### src/rtl/stk_pkg.sv
package stk_pkg;

  localparam int OPW = 5;

  // immediate-using codes (op[4] == 0)
  localparam logic [3:0] PRI_PUSH = 4'd0;
  localparam logic [3:0] PRI_ADDK = 4'd1;
  localparam logic [3:0] PRI_EQK  = 4'd2;

  // operand-free table slots (op[4] == 1); slot numbers are fixed
  localparam logic [3:0] SEC_SWAP = 4'd0;
  localparam logic [3:0] SEC_DIFF = 4'd4;
  localparam logic [3:0] SEC_ADD  = 4'd5;
  localparam logic [3:0] SEC_MUL  = 4'd8;
  localparam logic [3:0] SEC_GT   = 4'd9;
  localparam logic [3:0] SEC_SUB  = 4'd12;

  typedef enum logic [2:0] {
    ACT_NONE,
    ACT_PUSH,
    ACT_UNARY,
    ACT_SWAP,
    ACT_BINARY,
    ACT_BAD
  } act_e;

  typedef enum logic [2:0] {
    FN_PASS,
    FN_ADD,
    FN_SUB,
    FN_MUL,
    FN_EQ,
    FN_GT
  } fn_e;

  typedef struct packed {
    act_e act;
    fn_e  fn;
    logic y_imm;
  } dec_t;

endpackage

### src/rtl/stk_decode.sv
module stk_decode
  import stk_pkg::*;
(
  input  logic           exec_i,
  input  logic [OPW-1:0] op_i,
  output dec_t           dec_o
);

  logic       is_sec;
  logic [3:0] code;

  assign is_sec = op_i[OPW-1];
  assign code   = op_i[3:0];

  always_comb begin
    dec_o.act   = ACT_NONE;
    dec_o.fn    = FN_PASS;
    dec_o.y_imm = 1'b1;
    if (exec_i) begin
      if (!is_sec) begin
        unique case (code)
          PRI_PUSH: begin dec_o.act = ACT_PUSH;  dec_o.fn = FN_PASS; end
          PRI_ADDK: begin dec_o.act = ACT_UNARY; dec_o.fn = FN_ADD;  end
          PRI_EQK:  begin dec_o.act = ACT_UNARY; dec_o.fn = FN_EQ;   end
          default:  dec_o.act = ACT_BAD;
        endcase
      end else begin
        dec_o.y_imm = 1'b0;
        unique case (code)
          SEC_SWAP: dec_o.act = ACT_SWAP;
          SEC_DIFF: begin dec_o.act = ACT_BINARY; dec_o.fn = FN_SUB; end
          SEC_SUB:  begin dec_o.act = ACT_BINARY; dec_o.fn = FN_SUB; end
          SEC_ADD:  begin dec_o.act = ACT_BINARY; dec_o.fn = FN_ADD; end
          SEC_MUL:  begin dec_o.act = ACT_BINARY; dec_o.fn = FN_MUL; end
          SEC_GT:   begin dec_o.act = ACT_BINARY; dec_o.fn = FN_GT;  end
          default:  dec_o.act = ACT_BAD;
        endcase
      end
    end
  end

endmodule

### src/rtl/stk_alu.sv
module stk_alu
  import stk_pkg::*;
#(
  parameter int W = 32
) (
  input  fn_e          fn_i,
  input  logic [W-1:0] x_i,
  input  logic [W-1:0] y_i,
  output logic [W-1:0] r_o
);

  localparam logic [W-1:0] ONE  = {{(W-1){1'b0}}, 1'b1};
  localparam logic [W-1:0] ZERO = '0;

  logic [W-1:0] prod;
  logic         eq_hit;
  logic         gt_hit;

  assign prod   = x_i * y_i;
  assign eq_hit = (x_i == y_i);
  assign gt_hit = ($signed(x_i) > $signed(y_i));

  always_comb begin
    unique case (fn_i)
      FN_PASS: r_o = y_i;
      FN_ADD:  r_o = x_i + y_i;
      FN_SUB:  r_o = x_i - y_i;
      FN_MUL:  r_o = prod;
      FN_EQ:   r_o = eq_hit ? ONE : ZERO;
      FN_GT:   r_o = gt_hit ? ONE : ZERO;
      default: r_o = y_i;
    endcase
  end

endmodule

### src/rtl/stk_regs.sv
module stk_regs
  import stk_pkg::*;
#(
  parameter int W = 32
) (
  input  logic         clk,
  input  logic         rst_n,
  input  act_e         act_i,
  input  logic [W-1:0] res_i,
  output logic [W-1:0] a_q,
  output logic [W-1:0] b_q,
  output logic [W-1:0] c_q
);

  logic [W-1:0] a_d, b_d, c_d;
  logic         load;

  always_comb begin
    a_d  = a_q;
    b_d  = b_q;
    c_d  = c_q;
    load = 1'b0;
    unique case (act_i)
      ACT_PUSH: begin
        a_d  = res_i;
        b_d  = a_q;
        c_d  = b_q;
        load = 1'b1;
      end
      ACT_UNARY: begin
        a_d  = res_i;
        load = 1'b1;
      end
      ACT_SWAP: begin
        a_d  = b_q;
        b_d  = a_q;
        load = 1'b1;
      end
      ACT_BINARY: begin
        a_d  = res_i;
        b_d  = c_q;
        load = 1'b1;
      end
      default: load = 1'b0;
    endcase
  end

  always_ff @(posedge clk or negedge rst_n) begin
    if (!rst_n) begin
      a_q <= '0;
      b_q <= '0;
      c_q <= '0;
    end else if (load) begin
      a_q <= a_d;
      b_q <= b_d;
      c_q <= c_d;
    end
  end

endmodule

### src/rtl/stk_unit.sv
module stk_unit
  import stk_pkg::*;
#(
  parameter int W = 32
) (
  input  logic           clk,
  input  logic           rst_n,
  input  logic           exec_i,
  input  logic [OPW-1:0] op_i,
  input  logic [W-1:0]   imm_i,
  output logic [W-1:0]   a_o,
  output logic [W-1:0]   b_o,
  output logic [W-1:0]   c_o,
  output logic           done_o,
  output logic           err_o
);

  // reset: asserted asynchronously, released through two stages
  logic [1:0] rst_sync_q;
  logic       rst_core_n;

  always_ff @(posedge clk or negedge rst_n) begin
    if (!rst_n) rst_sync_q <= 2'b00;
    else        rst_sync_q <= {rst_sync_q[0], 1'b1};
  end
  assign rst_core_n = rst_sync_q[1];

  dec_t         dec;
  logic [W-1:0] a_q, b_q, c_q;
  logic [W-1:0] alu_x, alu_y, alu_r;

  stk_decode u_dec (
    .exec_i (exec_i),
    .op_i   (op_i),
    .dec_o  (dec)
  );

  // operand routing: pops use B op A, immediates use A op imm
  assign alu_x = (dec.act == ACT_BINARY) ? b_q : a_q;
  assign alu_y = dec.y_imm ? imm_i : a_q;

  stk_alu #(.W(W)) u_alu (
    .fn_i (dec.fn),
    .x_i  (alu_x),
    .y_i  (alu_y),
    .r_o  (alu_r)
  );

  stk_regs #(.W(W)) u_regs (
    .clk   (clk),
    .rst_n (rst_core_n),
    .act_i (dec.act),
    .res_i (alu_r),
    .a_q   (a_q),
    .b_q   (b_q),
    .c_q   (c_q)
  );

  // completion flags
  logic done_d, err_d, done_q, err_q;

  always_comb begin
    done_d = exec_i;
    err_d  = exec_i && (dec.act == ACT_BAD);
  end

  always_ff @(posedge clk or negedge rst_core_n) begin
    if (!rst_core_n) begin
      done_q <= 1'b0;
      err_q  <= 1'b0;
    end else begin
      done_q <= done_d;
      err_q  <= err_d;
    end
  end

  assign a_o    = a_q;
  assign b_o    = b_q;
  assign c_o    = c_q;
  assign done_o = done_q;
  assign err_o  = err_q;

endmodule

### config.mk
export PLATFORM = sky130hd
export DESIGN_NAME = stk_unit
export DESIGN_NICKNAME = d
export VERILOG_FILES = /design/src/rtl/stk_pkg.sv /design/src/rtl/stk_decode.sv /design/src/rtl/stk_alu.sv /design/src/rtl/stk_regs.sv /design/src/rtl/stk_unit.sv
export SDC_FILE = /design/constraint.sdc
export NUM_CORES = 2
export LEC_CHECK = 0
export CAP_MARGIN = 40
export CORE_MARGIN = 3
export CORE_UTILIZATION = 35
export CTS_BUF_LIST = sky130_fd_sc_hd__clkbuf_2 sky130_fd_sc_hd__clkbuf_4 sky130_fd_sc_hd__clkbuf_8
export DETAILED_ROUTE_END_ITERATION = 16
export DONT_BUFFER_PORTS = 1
export PLACE_DENSITY_LB_ADDON = 0.25
export SLEW_MARGIN = 25
export SYNTH_ARGS = -nofsm -noshare
export SYNTH_HDL_FRONTEND = slang
export SYNTH_SLANG_ARGS = --single-unit
### constraint.sdc
create_clock -name clk -period 3.1 [get_ports clk]
set_input_delay 0.62 -clock clk [delete_from_list [all_inputs] [get_ports clk]]
set_output_delay 0.62 -clock clk [all_outputs]
set_load 0.02 [all_outputs]
==> After elaboration in Yosys (flattened, before gate mapping) <==
Cells that the tools add are included.
{ "totals": {"regBits": 100, "in_bits": 40, "out_inout_bits": 98, "wordCells": 56} }
{ "op_classes": {"add_sub_neg": 2, "mul": 1, "n_lt_le_gt_ge": 1, "eq_ne": 18, "muxes": 15, "reduce_logical": 13} }
{ "ops": {"columns": ["operator", "count"], "rows": [
  ["one-hot mux 32 bit (5 select lines)", 1],
  ["one-hot mux 32 bit (2 select lines)", 2],
  ["two-way mux 32 bit", 2],
  ["adder 32 bit", 1],
  ["equality test 32 bit", 1],
  ["greater-than comparator 32 bit", 1],
  ["multiplier 32 x 32 -> 32 bit", 1],
  ["subtractor 32 bit", 1],
  ["one-hot mux 3 bit (2 select lines)", 3],
  ["equality test 3 x 2 -> 1 bit (second input constant)", 4],
  ["equality test 3 bit (second input constant)", 4],
  ["equality test 4 bit (second input constant)", 3],
  ["one-hot mux 3 bit (4 select lines)", 1],
  ["equality test 4 x 3 -> 1 bit (second input constant)", 2],
  ["two-way mux 7 bit", 1],
  ["equality test 3 x 1 -> 1 bit (second input constant)", 2],
  ["two-way mux 6 bit", 1],
  ["AND reduction 2 bit", 3],
  ["OR reduction 2 bit", 3],
  ["OR reduction 5 bit", 1],
  ["equality test 4 x 1 -> 1 bit (second input constant)", 1],
  ["equality test 4 x 2 -> 1 bit (second input constant)", 1],
  ["zero test 4 bit", 1],
  ["two-way mux 1 bit", 4],
  ["other kinds (4)", 5]
]} }

==> Logic depth before layout (Yosys ltp) <==
{ "logic_depth": {"word_depth": 11, "ltp_mapped": 35, "mapped_depth_nobuf": 31} }

==> Cells and area by module <==
A second synthesis with hierarchy kept.
{ "hier_totals": {"cells_unflattened": 2915, "area_unflattened_um2": 26202.6} }
{ "by_module_without_submodules": {"columns": ["module", "instances", "cells_each", "area_each_um2"], "rows": [
  ["stk_alu", 1, 2349, 19672.6],
  ["stk_regs", 1, 459, 5415.2],
  ["stk_unit", 1, 78, 905.9],
  ["stk_decode", 1, 29, 209.0]
]} }

==> Worst setup path before layout <==
OpenSTA, ideal clock, no wires.
{ "synth_timing": {"path_type": "input port to flip-flop", "from": "input port op_i[3]", "to": "register u_regs.a_q[28]", "setup_ps": 126, "arrival_time_ps": 8320, "path_slack_ps": -5346, "path_stages": 33, "cell_sequence": "buf_6 -> and3_1 -> buf_6 -> nor3_4 -> buf_6 -> buf_2 -> mux2i_1 -> clkbuf_1 -> nor2_1 -> fa_1 -> fa_1 -> fa_1 -> inv_1 -> fa_1 -> inv_1 -> fa_1 -> inv_1 -> fa_1 -> inv_1 -> fa_1 -> fa_1 -> ha_1 -> a21o_1 -> a21oi_1 -> o21bai_1 -> a21o_1 -> a21oi_1 -> o21a_1 -> o31ai_1 -> a311o_1 -> nand2_1 -> o221ai_1 -> a221o_1"} }
{ "synth_between": {"elab_chain_len": 10} }
{ "synth_lines": {"columns": ["item", "line", "text"], "rows": [
  ["start: declaration", "stk_unit.sv:9", "input logic [OPW-1:0] op_i,"],
  ["equality test 4 x 3 -> 1 bit (tied with other cells)", "stk_decode.sv:29", "unique case (code)"],
  ["OR reduction 5 bit (no source line) or OR reduction 2 bit (tied branches)", null, null],
  ["one-hot mux 3 bit (2 select lines), on equally long branches", "stk_decode.sv:29, stk_decode.sv:21", null],
  ["two-way mux 6 bit *", "stk_decode.sv:20", "if (!is_sec) begin"],
  ["two-way mux 7 bit *", "stk_decode.sv:19", "if (exec_i) begin"],
  ["equality test 3 bit", "stk_regs.sv:23, stk_unit.sv:39", null],
  ["two-way mux 32 bit", "stk_unit.sv:39", "assign alu_x = (dec.act == ACT_BINARY) ? b_q : a_q;"],
  ["multiplier 32 x 32 -> 32 bit (tied with other cells)", "stk_alu.sv:19", "assign prod = x_i * y_i;"],
  ["one-hot mux 32 bit (5 select lines)", "stk_alu.sv:24", "unique case (fn_i)"],
  ["one-hot mux 32 bit (2 select lines)", "stk_regs.sv:23", "unique case (act_i)"],
  ["end signal: assignment", "stk_regs.sv:50", "a_q <= '0;"],
  ["end signal: assignment", "stk_regs.sv:54", "a_q <= a_d;"],
  ["end: declaration", "stk_regs.sv:10", "output logic [W-1:0] a_q,"]
]} }
Mark *: on every way between the ends. The rest lies on a longest branch, timed or not.
A chain may end at the register's enable or synchronous reset.

==> Worst setup path in the final report <==
{ "layout_timing": {"from": "input port op_i[0]", "to": "register u_regs.a_q[28]"} }
Same word-level chain as after synthesis.

==> impl_metrics.py <==
metrics = {
    "critical_path": {
        "end_kind": "register",
        "timing.critical_path.buf_inv": 8,
        "peak_fanout_along_the_critical_path": 11,
        "critical_path_arrival_ns": 8.29,
        "worst-endpoint-required_ns": 3.42,
        "setup.worst_path.class": "input pin to register",
        "crit_path_top_delay_cell": "sky130_fd_sc_hd__fa_1",
        "critPathTopFamily": "adder cells",
        "most_common_cell_on_crit_path": "sky130_fd_sc_hd__fa_1",
        "critPathLaunchType": "input pin",
        "crit_path_max_incr_delay_ns": 0.54,
    },
    "finish": {
        "layout.cells.most_common": "sky130_fd_sc_hd__buf_4",
        "layout.nets": 4203,
        "utilization_pct": 49.6,
        "layout_cell_area_excl_fill_um2": 34100,
        "highest_count_cells_in_the_layout_ignoring_fill_and_taps": "sky130_fd_sc_hd__buf_4, sky130_fd_sc_hd__inv_1, sky130_fd_sc_hd__fa_1, sky130_fd_sc_hd__nor2_1, sky130_fd_sc_hd__nand2_1",
        "layoutNonFillerInstCount": 4509,
        "layout-drive-gt1-share_pct": 33.5,
        "area_delta_synth_final_pct": 40.1,
    },
    "logic_synthesis": {
        "synthesis.area_um2": 24400,
        "synth.yosys.warnings": 0,
        "synth-edff-count": 0,
        "synth_seq_cells": 100,
        "fraction_of_registers_with_async_set_reset_pct": 100,
        "synth_flop_cell": "sky130_fd_sc_hd__dfrtp_1",
        "netlist_instances": 2867,
        "synthDistinctLibCells": 90,
        "synth-seq-area-share_pct": 10.3,
        "syn_nets": 3503,
        "post_synth.cell_area_avg_um2": 8.50,
    },
    "run": {
        "max-cap-violations": 0,
    },
    "floorplan": {
        "num_rows": 96,
        "die_y_um": 270,
        "start_util_pct": 35.4,
        "io_pins": 138,
        "fp.dieW_um": 270,
        "die_area_um2": 72800,
        "placeableCoreArea_um2": 68800,
    },
    "detailed_routing": {
        "drt-vias-per-instance": 5.39,
        "drt-pass1-iter-count": 5,
        "drt.antenna.violating_nets": 0,
        "vias": 24300,
        "drt_drc_violations_left": 0,
        "wirelength_mm": 118,
        "initialDrtViolationCount": 2313,
        "routedWlPerCell_um": 26.2,
    },
    "clock_tree": {
        "clkSinkCount": 100,
        "cts.htree.levels": 3,
        "worstSkewPairLatency_ns": 0.42,
        "cts_root_buf": "sky130_fd_sc_hd__clkbuf_8",
        "clk_path_buf_depth": 2,
        "worst_setup_hold_path_clk_slew_ns": 0.13,
        "tritoncts.num_buffers": 9,
        "cts_tree": "done",
    },
    "worst_hold_path": {
        "holdCritPathClass": "register to async pin",
    },
    "placement": {
        "placed_area_um2": 31900,
        "dp.cells": 4434,
        "post_dp_hpwl_mm": 100,
        "final_wtd_congestion": 1.03,
        "numPortBuffers": 0,
    },
    "global_route": {
        "grt_max_degree": 41,
        "sum_of_overflow_across_all_layers_after_global_routing": 0,
        "first_global_vias": 25700,
        "antenna_violations_before_repair": 7,
        "grt_first_pass_wirelength_mm": 171,
        "grt_util_all_layers_pct": 31.9,
    },
    "timing": {
        "finalWorstSetupSlack_ns": -4.87,
        "setup_viol_count_final": 30,
        "hold_fails_final_rpt": 0,
        "timing_worst_slew_pin_value_ns": 0.876,
        "max_slew_margin_pct": 41.6,
        "totalNegativeSetupSlack_ns": -111.61,
        "grt_setup_unrepaired": "true",
        "report.final.slew_viol_count": 0,
        "layout_min_cycle_time_ns": 7.97,
        "finClkSkew_ns": 0.0214,
        "layout_worst_path_cycle_share_pct": 257,
        "timing.fmax_mhz": 126,
    },
    "outcome": {
        "failed_checks": "setup timing",
        "status": "complete, but fails checks",
    },
}
-- flip-flops by register name, indices dropped and copies added (netlist names) --
name,flops
u_regs.b_q,32
err_o,1
rst_sync_q,2
u_regs.a_q,32
done_o,1
u_regs.c_q,32
-- cells in the mapped netlist (13+ instances only) --
| cell type | n | share of area [%] |
|---|---|---|
| sky130_fd_sc_hd__nand2b_1 | 13 | 0.33 |
| sky130_fd_sc_hd__a21oi_1 | 176 | 3.6 |
| sky130_fd_sc_hd__nand2_1 | 322 | 5.0 |
| sky130_fd_sc_hd__ha_1 | 186 | 9.5 |
| sky130_fd_sc_hd__o31ai_1 | 15 | 0.46 |
| sky130_fd_sc_hd__xor2_1 | 19 | 0.68 |
| sky130_fd_sc_hd__fa_1 | 410 | 34 |
| sky130_fd_sc_hd__inv_1 | 448 | 6.9 |
| sky130_fd_sc_hd__o221ai_1 | 14 | 0.50 |
| sky130_fd_sc_hd__clkinv_1 | 21 | 0.32 |
| sky130_fd_sc_hd__o21ai_0 | 81 | 1.7 |
| sky130_fd_sc_hd__inv_2 | 13 | 0.20 |
| sky130_fd_sc_hd__mux2_2 | 55 | 2.5 |
| sky130_fd_sc_hd__xnor2_1 | 63 | 2.3 |
| sky130_fd_sc_hd__nor2_1 | 391 | 6.0 |
| sky130_fd_sc_hd__o21bai_1 | 23 | 0.71 |
| sky130_fd_sc_hd__nand3_1 | 15 | 0.31 |
| sky130_fd_sc_hd__a221o_1 | 15 | 0.62 |
| sky130_fd_sc_hd__clkbuf_1 | 104 | 1.6 |
| sky130_fd_sc_hd__nor3_1 | 19 | 0.39 |
| sky130_fd_sc_hd__a31oi_1 | 13 | 0.33 |
| sky130_fd_sc_hd__a21o_1 | 57 | 1.8 |
| sky130_fd_sc_hd__dfrtp_1 | 100 | 10 |
| sky130_fd_sc_hd__nand4_1 | 22 | 0.56 |
| sky130_fd_sc_hd__mux2i_1 | 25 | 1.0 |
-- final timing paths --
check                                          start                          to  slack (ns)  cells after the start
max                                          op_i[0]  u_regs.a_q[28]$_DFFE_PN0P_       -4.87                     32
min                          rst_sync_q[1]$_DFF_PN0_  u_regs.a_q[15]$_DFFE_PN0P_        0.23                      0
max reg2reg                u_regs.a_q[8]$_DFFE_PN0P_  u_regs.a_q[30]$_DFFE_PN0P_       -4.68                     27
min reg2reg                  rst_sync_q[1]$_DFF_PN0_  u_regs.a_q[15]$_DFFE_PN0P_        0.23                      0
max in group asynchronous    rst_sync_q[1]$_DFF_PN0_  u_regs.b_q[23]$_DFFE_PN0P_        2.06                      2
min in group clk                              exec_i            done_o$_DFF_PN0_        0.23                      0
-- kinds of logic (layout without fill, tap and decap cells) --
kind of cell               Yosys count  in the layout  share of synthesized area [%]
and+or+nand+nor                    859            860                           14.9
buffers and inverters              617           1321                           9.93
adders and majority gates          596            596                           43.2
AOI/OAI and AO/OA                  516            516                           13.9
DFF                                100            100                           10.3
xor gates and xnor gates            90             90                           3.66
muxes                               88             88                           4.10
other                                1              7                         0.0154
-- area by class of cell --
class / instances / area, um^2
Inverter: 482 / 1880
Sequential cell: 100 / 2510
Fill cell: 6552 / 34700
Clock buffer: 9 / 124
Timing Repair Buffer: 823 / 7040
Multi-Input combinational cell: 2151 / 21300
Antenna cell: 6 / 15.0
Tap cell: 931 / 1160
Clock inverter: 7 / 91.3
-- what timing repair did --
item                                    CTS  global route
endpoints found under the setup margin   32            32
hold buffers                              1             0
resized for setup                       198           105
buffers inserted                         33            25
cloned                                    2             0
pin swaps                                94            87
hold endpoints to repair                  2             0
-- per-stage QoR --
stage          hold slack [ns]  setup slack, ns
3_5_place_dp             0.235            -5.41
5_1_grt                  0.206            -5.03
4_1_cts                  0.207            -4.71
3_3_place_gp             0.325            -5.33
6_report                 0.229            -4.87
2_1_floorplan            0.324            -4.94
-- layer usage --
metal,vias up,global-route usage [%],share of wire (%)
met4,4,11.1,4.1
met3,181,4.32,7.8
li1,10600,-,-
met5,-,0,0.019
met1,12400,43.3,43
met2,1127,52.2,46
Power is not shown: default switching activity piles up to over one toggle a cycle in this logic, so the estimate is an artifact.
